## src/rtl/sax_pkg.sv

```systemverilog
// Shared definitions for the shift-add-xor generator.
// Assumes: used only by the sax_* modules.
package sax_pkg;

    // What the state register does on the next edge
    typedef enum logic [1:0] {
        UPD_HOLD = 2'd0,
        UPD_STEP = 2'd1,
        UPD_LOAD = 2'd2
    } upd_kind_t;

endpackage

```

## src/rtl/sax_rotadd.sv

```systemverilog
// Rotates the state left by one place and adds the addend constant.
// The rotate puts the old top bit into bit 0; bit 0 of a plain left shift
// is always zero, so this equals adding that bit as a carry-in.
// Assumes: WIDTH >= 2; the sum wraps modulo 2^WIDTH.
module sax_rotadd #(
    parameter int WIDTH = 16
) (
    input  logic [WIDTH-1:0] cur_val,
    input  logic [WIDTH-1:0] addend,
    output logic [WIDTH-1:0] sum_val
);

    logic [WIDTH-1:0] rotated;

    // Rotate left by one and add the addend, with the carry out dropped
    always_comb begin
        rotated = {cur_val[WIDTH-2:0], cur_val[WIDTH-1]};
        sum_val = rotated + addend;
    end

endmodule

```

## src/rtl/sax_xormix.sv

```systemverilog
// Applies the XOR mask to the rotated sum, one bit per generate lane.
// Assumes: both inputs have the same width.
module sax_xormix #(
    parameter int WIDTH = 16
) (
    input  logic [WIDTH-1:0] sum_val,
    input  logic [WIDTH-1:0] mask,
    output logic [WIDTH-1:0] mixed
);

    for (genvar b = 0; b < WIDTH; b++) begin : g_lane
        // One XOR gate per bit lane
        assign mixed[b] = sum_val[b] ^ mask[b];
    end

endmodule

```

## src/rtl/sax_ctrl.sv

```systemverilog
// Chooses the update kind: a load wins over a step, and otherwise the state holds.
// Assumes: inputs are synchronous to the generator clock.
module sax_ctrl
    import sax_pkg::*;
(
    input  logic      step_en,
    input  logic      seed_load,
    output upd_kind_t kind
);

    // Priority decode of the two strobes
    always_comb begin
        if (seed_load)    kind = UPD_LOAD;
        else if (step_en) kind = UPD_STEP;
        else              kind = UPD_HOLD;
    end

endmodule

```

## src/rtl/sax_state_reg.sv

```systemverilog
// Holds the generator state and the registered wrap flag.
// The flag is set only when a step (not a load) produces an all-zero state.
// Assumes: synchronous active-low reset.
module sax_state_reg
    import sax_pkg::*;
#(
    parameter int WIDTH = 16
) (
    input  logic             clk,
    input  logic             rst_n,
    input  upd_kind_t        kind,
    input  logic [WIDTH-1:0] step_val,
    input  logic [WIDTH-1:0] seed_val,
    output logic [WIDTH-1:0] state_q,
    output logic             wrap_q
);

    logic step_is_zero;

    // Detect a zero result on the step path
    always_comb step_is_zero = (step_val == '0);

    // State and wrap flag update
    always_ff @(posedge clk) begin
        if (!rst_n) begin
            state_q <= '0;
            wrap_q  <= 1'b0;
        end else begin
            unique case (kind)
                UPD_LOAD: begin
                    state_q <= seed_val;
                    wrap_q  <= 1'b0;
                end
                UPD_STEP: begin
                    state_q <= step_val;
                    wrap_q  <= step_is_zero;
                end
                default: begin
                    wrap_q  <= 1'b0;
                end
            endcase
        end
    end

endmodule

```

## src/rtl/sax_prng.sv

```systemverilog
// Top of the shift-add-xor pseudo-random generator.
// next = (rotl1(state) + add_k) ^ xor_k when stepped; a seed load has priority.
// Assumes: the constants are held steady while a sequence runs.
module sax_prng
    import sax_pkg::*;
#(
    parameter int WIDTH = 16
) (
    input  logic             clk,
    input  logic             rst_n,
    input  logic             step_en,
    input  logic             seed_load,
    input  logic [WIDTH-1:0] seed_val,
    input  logic [WIDTH-1:0] add_k,
    input  logic [WIDTH-1:0] xor_k,
    output logic [WIDTH-1:0] state_q,
    output logic             wrap_pulse
);

    upd_kind_t        kind;
    logic [WIDTH-1:0] sum_val;
    logic [WIDTH-1:0] step_val;

    sax_ctrl u_ctrl (
        .step_en   (step_en),
        .seed_load (seed_load),
        .kind      (kind)
    );

    sax_rotadd #(.WIDTH(WIDTH)) u_rotadd (
        .cur_val (state_q),
        .addend  (add_k),
        .sum_val (sum_val)
    );

    sax_xormix #(.WIDTH(WIDTH)) u_xormix (
        .sum_val (sum_val),
        .mask    (xor_k),
        .mixed   (step_val)
    );

    sax_state_reg #(.WIDTH(WIDTH)) u_state (
        .clk      (clk),
        .rst_n    (rst_n),
        .kind     (kind),
        .step_val (step_val),
        .seed_val (seed_val),
        .state_q  (state_q),
        .wrap_q   (wrap_pulse)
    );

endmodule

```

## config.mk

```make
export PLATFORM = sky130hd
export DESIGN_NAME = sax_prng
export DESIGN_NICKNAME = d
export VERILOG_FILES = /design/src/rtl/sax_pkg.sv /design/src/rtl/sax_rotadd.sv /design/src/rtl/sax_xormix.sv /design/src/rtl/sax_ctrl.sv /design/src/rtl/sax_state_reg.sv /design/src/rtl/sax_prng.sv
export SDC_FILE = /design/constraint.sdc
export NUM_CORES = 1
export LEC_CHECK = 0
export CAP_MARGIN = 20
export CORE_MARGIN = 10
export CORE_UTILIZATION = 55
export DETAILED_ROUTE_END_ITERATION = 8
export DONT_BUFFER_PORTS = 1
export PLACE_DENSITY = 0.76
export SLEW_MARGIN = 15
export SYNTH_ARGS = -nofsm -noshare
export SYNTH_HDL_FRONTEND = slang
export SYNTH_HIERARCHICAL = 1
export SYNTH_SLANG_ARGS = --single-unit
```

## constraint.sdc

```tcl
create_clock -name clk -period 9.9 [get_ports clk]
set_input_delay 2.97 -clock clk [delete_from_list [all_inputs] [get_ports clk]]
set_output_delay 2.97 -clock clk [all_outputs]
set_load 0.05 [all_outputs]
```

==> flow_summary_export.csv, run 1 <==
group,metric,value,unit
clock_tree,cts_setup_buffers,0,
global_routing,overflow,0,
setup_path,r2r_end,"u_state/state_q[12]",
setup_path,critPathSlowestCell,"fa_1",
setup_path,required,10.15,ns
run,maxCapViolCount,0,
clock_tree,cts_buffers,3,
worst_hold_path,whs_path_depth,3,
finish,final_core_util,58.2,%
clock_tree,clock-sinks,17,
worst_hold_path,holdCritPathClass,"flip-flop to flip-flop",
synthesis,synth_nets,281,
clock_tree,clock_latency,0.30,ns
synthesis,synthesis.area,0.00175,mm2
finish,drive_gt1_share,4.31,%
placement,place_area,0.00175,mm2
sta,rsz0062_at_grt,"no",
setup_path,rrSetupSlack,6.74,ns
die,start_util,57.3,%
clock_tree,h-tree-depth,1,
finish,finalInstanceArea,0.00178,mm2
clock_tree,clockBufferDepth,2,
setup_path,critPathLaunch,"add_k[0]",
routing,drc,0,
clock_tree,clk_pin_slew,0.11,ns
die,dieArea,0.00584,mm2
synthesis,yosysWarnings,6,
status,outcome,"finished, final reports clean",
setup_path,r2r_start,"u_state/state_q[15]",
synthesis,ys_ff_latch,17,
setup_path,crit_path_end,"u_state/state_q[12]",
setup_path,crit_type,"input port to flip-flop",
sta,setup_viol,0,
setup_path,path_max_fanout,3,
routing,vias_per_cell,5.77,
synthesis,async_flop_share,0,%
finish,num-fill-cells,313,
sta,final-hold-violation-count,0,
routing,vias,1460,
global_routing,grt_pass1_vias,1503,
die,die_w,76.4,um
finish,layout.nets,279,
global_routing,grt_start_max_net_pins,33,
sta,hold_ws,0.875,ns
die,chipHeight,76.4,um
placement,place_hpwl,3840,um
routing,drt-pass1-iter-count,4,
synthesis,syn_area_per_cell,8.26,um2
power_and_ir_drop,ir_drop,0.0899,mV
clock_tree,cts_tree,"yes",
global_routing,antenna_found_initial,0,
setup_path,path_depth,11,
finish,multiInputGateArea,0.00134,mm2
sta,fin_crit_sh,52.1,%
die,rows,20,
finish,seqCellArea,340,um2
routing,final_antenna_net_count,0,
synthesis,ys.flop_type,"dfxtp_1",
setup_path,cp.arrival,5.41,ns
sta,max_slew.worst_pin.slew,1.06,ns
power_and_ir_drop,power_density,135,mW/mm2
sta,min_period,5.16,ns
synthesis,synth_cells,212,
global_routing,grt_use_total,15.4,%
routing,drt-total-wl,4610,um
finish,area_growth,1.50,%
clock_tree,postCtsHoldBufs,0,
sta,tns,0,ns
setup_path,crit_chain,"ha_1, fa_1, a21o_2, a311oi_2, nor3_1, o41ai_2, xnor2_1, xor2_1, mux2i_1, o21ai_0, and2_1",
sta,maxSlewHeadroom,29.4,%
placement,place_congestion,0.916,
placement,portBuffers,0,
clock_tree,cts_root_buffer,"clkbuf_4",
power_and_ir_drop,p_total,241,uW
sta,slew_violations,0,
sta,fin_skew,0.00112,ns
setup_path,path_delay_family,"compound AO/OA/AOI/OAI gates",
clock_tree,ctsResizeCount,0,
die,ios,69,
sta,fmax,194,MHz
setup_path,critPathBufInv,0,
setup_path,cp-start-kind,"input port",
setup_path,max_stage_delay,0.40,ns
synthesis,synth_edf_count,0,
routing,drt_iter0_drc,97,
setup_path,reg2reg_depth,11,
setup_path,end_kind,"flip-flop",
global_routing,grt_pass1_wl,7480,um
power_and_ir_drop,p_leak,0.000710,uW
routing,wl_per_cell,18.2,um
finish,antenna_cells,0,
synthesis,synth.distinct_cells,40,
die,core,0.00305,mm2
synthesis,ys_seq_area_share,19.4,%
-- cell type report --
class,instances,share of cell area [%]
clock buffers,4,1.48
inverters,4,0.845
multi-input cells,184,75.4
flip-flops and latches,17,19.2
well taps,44,3.10
-- synthesized netlist by cell type (2+ instances only) --
cell type | n | area share (%)
nor2b_1 | 2 | 0.71
a21oi_1 | 17 | 4.9
clkbuf_1 | 3 | 0.64
o211ai_1 | 3 | 1.3
nand2_1 | 25 | 5.4
nand3_1 | 4 | 1.1
nor3_1 | 3 | 0.86
and2_1 | 16 | 5.7
o21bai_1 | 2 | 0.86
ha_1 | 16 | 11
dfxtp_1 | 17 | 19
a21o_1 | 2 | 0.86
inv_1 | 4 | 0.86
mux2i_1 | 17 | 9.7
nor2_1 | 4 | 0.86
xnor2_1 | 10 | 5.0
xor2_1 | 21 | 11
o21ai_0 | 24 | 6.9
-- registers in the layout, summed over array words and instances (netlist names) --
| signal | count |
|---|---|
| u_state/wrap_q | 1 |
| u_state/state_q | 16 |
-- worst min path at each step --
| stage | to | startpoint | slack (ns) |
|---|---|---|---|
| 6_report | u_state/state_q[9] | u_state/state_q[9] | 0.88 |
| 5_1_grt | u_state/state_q[9] | u_state/state_q[9] | 0.92 |
| 4_1_cts | u_state/state_q[9] | u_state/state_q[9] | 0.89 |
| 3_5_place_dp | u_state/state_q[9] | u_state/state_q[9] | 0.87 |
| 3_3_place_gp | u_state/state_q[9] | u_state/state_q[9] | 0.86 |
| 2_1_floorplan | u_state/state_q[9] | u_state/state_q[9] | 0.82 |
-- through the flow --
stage | instances | worst slack (ns)
4_1_cts | 253 | 4.76
6_report | 253 | 4.74
3_3_place_gp | 249 | 4.52
2_1_floorplan | 212 | 4.64
3_5_place_dp | 249 | 4.43
5_1_grt | 253 | 4.59
-- power by group --
group	internal (uW)	leakage, uW	switching, uW
Clock	15.7	0.0000150	24.2
Sequential	74.1	0.000140	25.9
Combinational	43.3	0.000555	57.5
Total	133	0.000710	108
-- layout by cell type, fill, tap and decap left out, types with 2 or more instances in the layout --
cell / Yosys / routed
nor2b_1: 2 / 2
xor2_1: 21 / 21
xnor2_1: 10 / 10
ha_1: 16 / 16
nand2_1: 25 / 25
a21o_1: 2 / 2
o21bai_1: 2 / 2
clkbuf_4: 0 / 3
nand3_1: 4 / 4
and2_1: 16 / 16
nor3_1: 3 / 3
dfxtp_1: 17 / 17
nor2_1: 4 / 4
inv_1: 4 / 4
o211ai_1: 3 / 3
mux2i_1: 17 / 17
a21oi_1: 17 / 17
o21ai_0: 24 / 24
-- routing by layer --
metal / GRT usage [%] / wire length [um]
met1: 17.4 / 1940
met2: 26.1 / 2190
met4: 5.02 / 144
met5: 0 / 0
met3: 5.54 / 341
-- cells by family after synthesis --
family                     count (synthesis)  share of synthesized area (%)
DFF                                       17                           19.4
muxes                                     17                           9.72
xor gates and xnor gates                  31                           15.5
and+or+nand+nor                           63                           19.6
AOI/OAI and AO/OA                         56                           19.2
adders and majority gates                 17                           12.6
buffers and inverters                     11                           4.00
-- worst register-to-register path, cell delays in order (launching register included) --
cell and delay (ns):
dfxtp_1 0.52, ha_1 0.34, fa_1 0.40, a21o_2 0.25, a311oi_2 0.33, nor3_1 0.12
o41ai_2 0.24, xnor2_1 0.18, xor2_1 0.30, mux2i_1 0.12, o21ai_0 0.18, and2_1 0.14
Power figures use the tool's default switching activity.
==> run 2, diff against run 1 <==
--- a/config.mk
+++ b/config.mk
@@ -10,7 +10,7 @@
 export CORE_UTILIZATION = 55
 export DETAILED_ROUTE_END_ITERATION = 8
 export DONT_BUFFER_PORTS = 1
-export PLACE_DENSITY = 0.76
+export PLACE_DENSITY = 0.79
 export SLEW_MARGIN = 15
 export SYNTH_ARGS = -nofsm -noshare
 export SYNTH_HDL_FRONTEND = slang
==> constraint.sdc (replaced) <==
create_clock -name clk -period 4.14 [get_ports clk]
set_input_delay 1.242 -clock clk [delete_from_list [all_inputs] [get_ports clk]]
set_output_delay 1.242 -clock clk [all_outputs]
set_load 0.05 [all_outputs]
==> flow_summary_export.csv, run 2 (synthesized netlist as in run 1, its figures left out) <==
group,metric,value,unit
routing,dr_wl_met2,2230,um
setup_path,cp-start-kind,"input port",
power_and_ir_drop,p_leak,0.000716,uW
finish,area_growth,1.93,%
sta,final-hold-violation-count,0,
clock_tree,clockBufferDepth,2,
sta,layout_setup_ws,0.736,ns
setup_path,required,4.40,ns
setup_path,rrSetupSlack,1.01,ns
routing,wl_per_cell,18.4,um
die,rows,20,
routing,drt-pass1-iter-count,4,
sta,min_period,3.40,ns
die,start_util,57.3,%
global_routing,grt_use_total,15.9,%
status,outcome,"finished, final reports clean",
global_routing,grt_pass1_wl,7720,um
clock_tree,cts_buffers,3,
sta,fin_skew,0.00221,ns
power_and_ir_drop,p_total,578,uW
global_routing,overflow,0,
routing,vias,1542,
setup_path,end_kind,"flip-flop",
clock_tree,cts_setup_buffers,0,
finish,finalNonFillerCells,254,
die,ios,69,
die,dieArea,0.00584,mm2
clock_tree,ctsResizeCount,0,
power_and_ir_drop,ir_drop,0.207,mV
clock_tree,clk_pin_slew,0.11,ns
die,core,0.00305,mm2
placement,place_hpwl,3840,um
routing,wirelength_met1,1970,um
routing,vias_per_cell,6.07,
die,chipHeight,76.4,um
setup_path,crit_type,"input port to flip-flop",
sta,fmax,294,MHz
worst_hold_path,holdCritPathClass,"flip-flop to flip-flop",
clock_tree,h-tree-depth,1,
sta,setup_viol,0,
finish,layout.nets,280,
placement,place_inst,250,
finish,largest_register_ffs,16,
clock_tree,cts_tree,"yes",
power_and_ir_drop,power_density,324,mW/mm2
setup_path,path_max_fanout,3,
finish,reg_top3,"u_state/state_q (16), u_state/wrap_q (1)",
sta,maxSlewHeadroom,40.8,%
placement,portBuffers,0,
global_routing,grt_start_max_net_pins,33,
sta,hold_ws,0.883,ns
finish,layout_common_cells,"nand2_1, o21ai_0, xor2_1",
sta,slew_violations,0,
routing,drc,0,
finish,antenna_cells,0,
clock_tree,clock_latency,0.30,ns
sta,fin_crit_sh,82.2,%
die,die_w,76.4,um
sta,tns,0,ns
clock_tree,cts_root_buffer,"clkbuf_4",
setup_path,cp.arrival,3.66,ns
routing,wl_met3,432,um
finish,drive_gt1_share,4.76,%
routing,drt-total-wl,4670,um
sta,max_slew.worst_pin.slew,0.889,ns
placement,pre_cts_slack,0.424,ns
routing,drt_iter0_drc,82,
routing,final_antenna_net_count,0,
clock_tree,postCtsHoldBufs,0,
finish,layout_commonest_cell,"nand2_1",
clock_tree,clock-sinks,17,
placement,place_congestion,0.924,
sta,rsz0062_at_grt,"no",
global_routing,antenna_found_initial,0,
run,maxCapViolCount,0,
routing,highest_layer,"met4",
global_routing,grt_pass1_vias,1494,
finish,top_register,"u_state/state_q",
## run 2: cell types whose count changed in the layout (fill, tap and decap cells not counted), sizes merged
cell | before | now
buf | 0 | 1
## run 2: layout make-up
type / instances / area [um2]
Timing Repair Buffer: 1 / 7.51
Inverter: 4 / 15.0
Tap cell: 44 / 55.1
Clock buffer: 4 / 26.3
Multi-Input combinational cell: 184 / 1340
Fill cell: 294 / 1270
Sequential cell: 17 / 340
## run 2: per-layer routing
layer | track usage (%) | vias to the layer above
met4 | 2.23 | 0
met5 | 0 | -
met1 | 18.4 | 710
li1 | - | 759
met2 | 27.1 | 67
met3 | 6.60 | 6
## run 2: final timing paths
kind	cells after the start	startpoint	end
hold / removal	3	u_state/state_q[9]	u_state/state_q[9]
setup reg to reg	11	u_state/state_q[15]	u_state/state_q[12]
hold reg to reg	3	u_state/state_q[9]	u_state/state_q[9]
setup / recovery	11	add_k[0]	u_state/state_q[12]
## run 2: power breakdown
group          internal [uW]  switching (uW)  total, uW  leakage (uW)
sequential               177            62.6        240      0.000140
combinational            104             138        241      0.000561
clock                   37.6            59.4       97.1     0.0000150
## run 2: critical path, stage by stage
cell,delay [ns]
ha_1,0.19
fa_1,0.40
a21o_2,0.25
a311oi_2,0.34
nor3_1,0.12
o41ai_2,0.25
xnor2_1,0.17
xor2_1,0.29
mux2i_1,0.11
o21ai_0,0.15
and2_1,0.14
## run 2: per-stage QoR
stage,utilization (%),area (um2)
global route,58.4,1780
CTS,58.4,1780
finish,58.4,1780
floorplan,-,1750
detailed placement,57.6,1760
global placement,57.6,1760
==> run 3, diff against run 2 <==
--- a/config.mk
+++ b/config.mk
@@ -10,7 +10,7 @@
 export CORE_UTILIZATION = 55
 export DETAILED_ROUTE_END_ITERATION = 8
 export DONT_BUFFER_PORTS = 1
-export PLACE_DENSITY = 0.79
+export PLACE_DENSITY = 0.76
 export SLEW_MARGIN = 15
 export SYNTH_ARGS = -nofsm -noshare
 export SYNTH_HDL_FRONTEND = slang
==> constraint.sdc (replaced) <==
create_clock -name clk -period 3.4 [get_ports clk]
set_input_delay 1.02 -clock clk [delete_from_list [all_inputs] [get_ports clk]]
set_output_delay 1.02 -clock clk [all_outputs]
set_load 0.05 [all_outputs]
==> flow_summary_export.csv, run 3 (synthesized netlist as in run 1, its figures left out) <==
group,metric,value,unit
sta,final-hold-violation-count,0,
global_routing,overflow,0,
routing,drt-total-wl,4850,um
finish,num-fill-cells,288,
routing,drc,0,
die,die_w,76.4,um
placement,place_inst,268,
die,core,0.00305,mm2
sta,slew_violations,0,
sta,fmax,314,MHz
sta,max_slew.worst_pin.slew,0.571,ns
power_and_ir_drop,power_density,380,mW/mm2
clock_tree,postCtsHoldBufs,0,
sta,maxSlewHeadroom,61.9,%
finish,area_growth,10.6,%
sta,rsz0062_at_grt,"no",
setup_path,cp.arrival,3.45,ns
clock_tree,clockBufferDepth,2,
routing,vias,1559,
die,dieArea,0.00584,mm2
global_routing,grt_start_max_net_pins,18,
finish,top_register,"u_state/state_q",
setup_path,end_kind,"flip-flop",
finish,reg_top3,"u_state/state_q (16), u_state/wrap_q (1)",
routing,drt_iter0_drc,72,
run,maxCapViolCount,0,
die,chipHeight,76.4,um
clock_tree,cts_tree,"yes",
finish,finalInstanceArea,0.00194,mm2
sta,min_period,3.19,ns
finish,multiInputGateArea,0.00134,mm2
power_and_ir_drop,p_leak,0.000812,uW
finish,layout_commonest_cell,"nand2_1",
power_and_ir_drop,p_clk_share,16.4,%
global_routing,grt_pass1_wl,7710,um
setup_path,reg2reg_depth,11,
routing,drt-pass1-iter-count,5,
sta,hold_ws,0.779,ns
sta,fin_skew,0.0127,ns
clock_tree,clk_pin_slew,0.12,ns
placement,portBuffers,0,
finish,antenna_cells,0,
finish,finalNonFillerCells,272,
setup_path,required,3.66,ns
clock_tree,h-tree-depth,1,
placement,place_hpwl,4050,um
worst_hold_path,whs_path_depth,4,
finish,seqCellArea,340,um2
sta,fin_crit_sh,93.8,%
setup_path,cp-start-kind,"input port",
clock_tree,ctsResizeCount,0,
power_and_ir_drop,switching_share,44.1,%
die,rows,20,
power_and_ir_drop,comb_power_share,52.0,%
global_routing,antenna_found_initial,0,
global_routing,grt_use_total,15.8,%
routing,wl_per_cell,17.8,um
die,ios,69,
setup_path,crit_type,"input port to flip-flop",
clock_tree,cts_setup_buffers,0,
placement,place_congestion,0.924,
status,outcome,"finished, final reports clean",
clock_tree,clock-sinks,17,
setup_path,path_max_fanout,3,
finish,layout.nets,298,
clock_tree,cts_root_buffer,"clkbuf_4",
routing,final_antenna_net_count,0,
finish,largest_register_ffs,16,
global_routing,grt_pass1_vias,1607,
finish,drive_gt1_share,12.7,%
clock_tree,cts_buffers,3,
routing,vias_per_cell,5.73,
clock_tree,clock_latency,0.31,ns
sta,setup_viol,0,
finish,layout_common_cells,"nand2_1, o21ai_0, xor2_1",
placement,place_area,0.00191,mm2
power_and_ir_drop,ir_drop,0.193,mV
power_and_ir_drop,internal-power,411,uW
die,start_util,57.3,%
worst_hold_path,holdCritPathClass,"flip-flop to flip-flop",
power_and_ir_drop,seqPwrFrac,31.6,%
power_and_ir_drop,switching_power,325,uW
run 3: worst paths after layout:
path	from	end	slack [ns]
setup / recovery	add_k[0]	u_state/wrap_q	0.21
hold / removal	u_state/state_q[8]	u_state/state_q[8]	0.78
setup reg to reg	u_state/state_q[15]	u_state/wrap_q	0.54
hold reg to reg	u_state/state_q[8]	u_state/state_q[8]	0.78
run 3: power groups by stage:
| stage | clock (uW) | sequential [uW] | combinational [uW] |
|---|---|---|---|
| detailed placement | 0 | 237 | 379 |
| global route | 135 | 234 | 419 |
| global placement | 0 | 236 | 373 |
| finish | 121 | 232 | 383 |
| CTS | 125 | 233 | 381 |
| floorplan | 0 | 290 | 248 |
run 3: cell type report:
type | instances | share of cell area [%]
clock buffer | 3 | 1.16
clock inverter | 1 | 0.388
inverter | 4 | 0.776
multi-input combinational | 184 | 69.2
sequential | 17 | 17.6
tap | 44 | 2.84
timing repair buffer | 19 | 8.02
run 3: metrics by stage:
| step | total power (uW) | TNS, ns | utilization (%) | setup WS [ns] |
|---|---|---|---|---|
| floorplan | 539 | 0 | - | 0.0941 |
| global placement | 610 | 0 | 62.4 | 0.00619 |
| detailed placement | 616 | -0.120 | 62.4 | -0.0757 |
| CTS | 739 | 0 | 63.4 | 0.270 |
| global route | 788 | 0 | 63.4 | 0.0657 |
| finish | 736 | 0 | 63.4 | 0.212 |
run 3: metal layers:
| metal | wire (um) | GRT usage, % | vias up | part of all wire (%) |
|---|---|---|---|---|
| met2 | 2310 | 27.4 | 75 | 48 |
| li1 | - | - | 783 | - |
| met4 | 118 | 5.58 | 0 | 2.4 |
| met3 | 436 | 5.07 | 12 | 9.0 |
| met1 | 1980 | 17.6 | 689 | 41 |
| met5 | 0 | 0 | - | 0 |
run 3: worst max-delay path, stage by stage:
cell	delay, ns
ha_1	0.19
fa_1	0.39
a21o_2	0.25
a311oi_2	0.33
o21ai_0	0.18
xor2_1	0.18
xor2_1	0.17
nor4b_1	0.37
buf_4	0.17
nand4_1	0.09
nor2_1	0.11
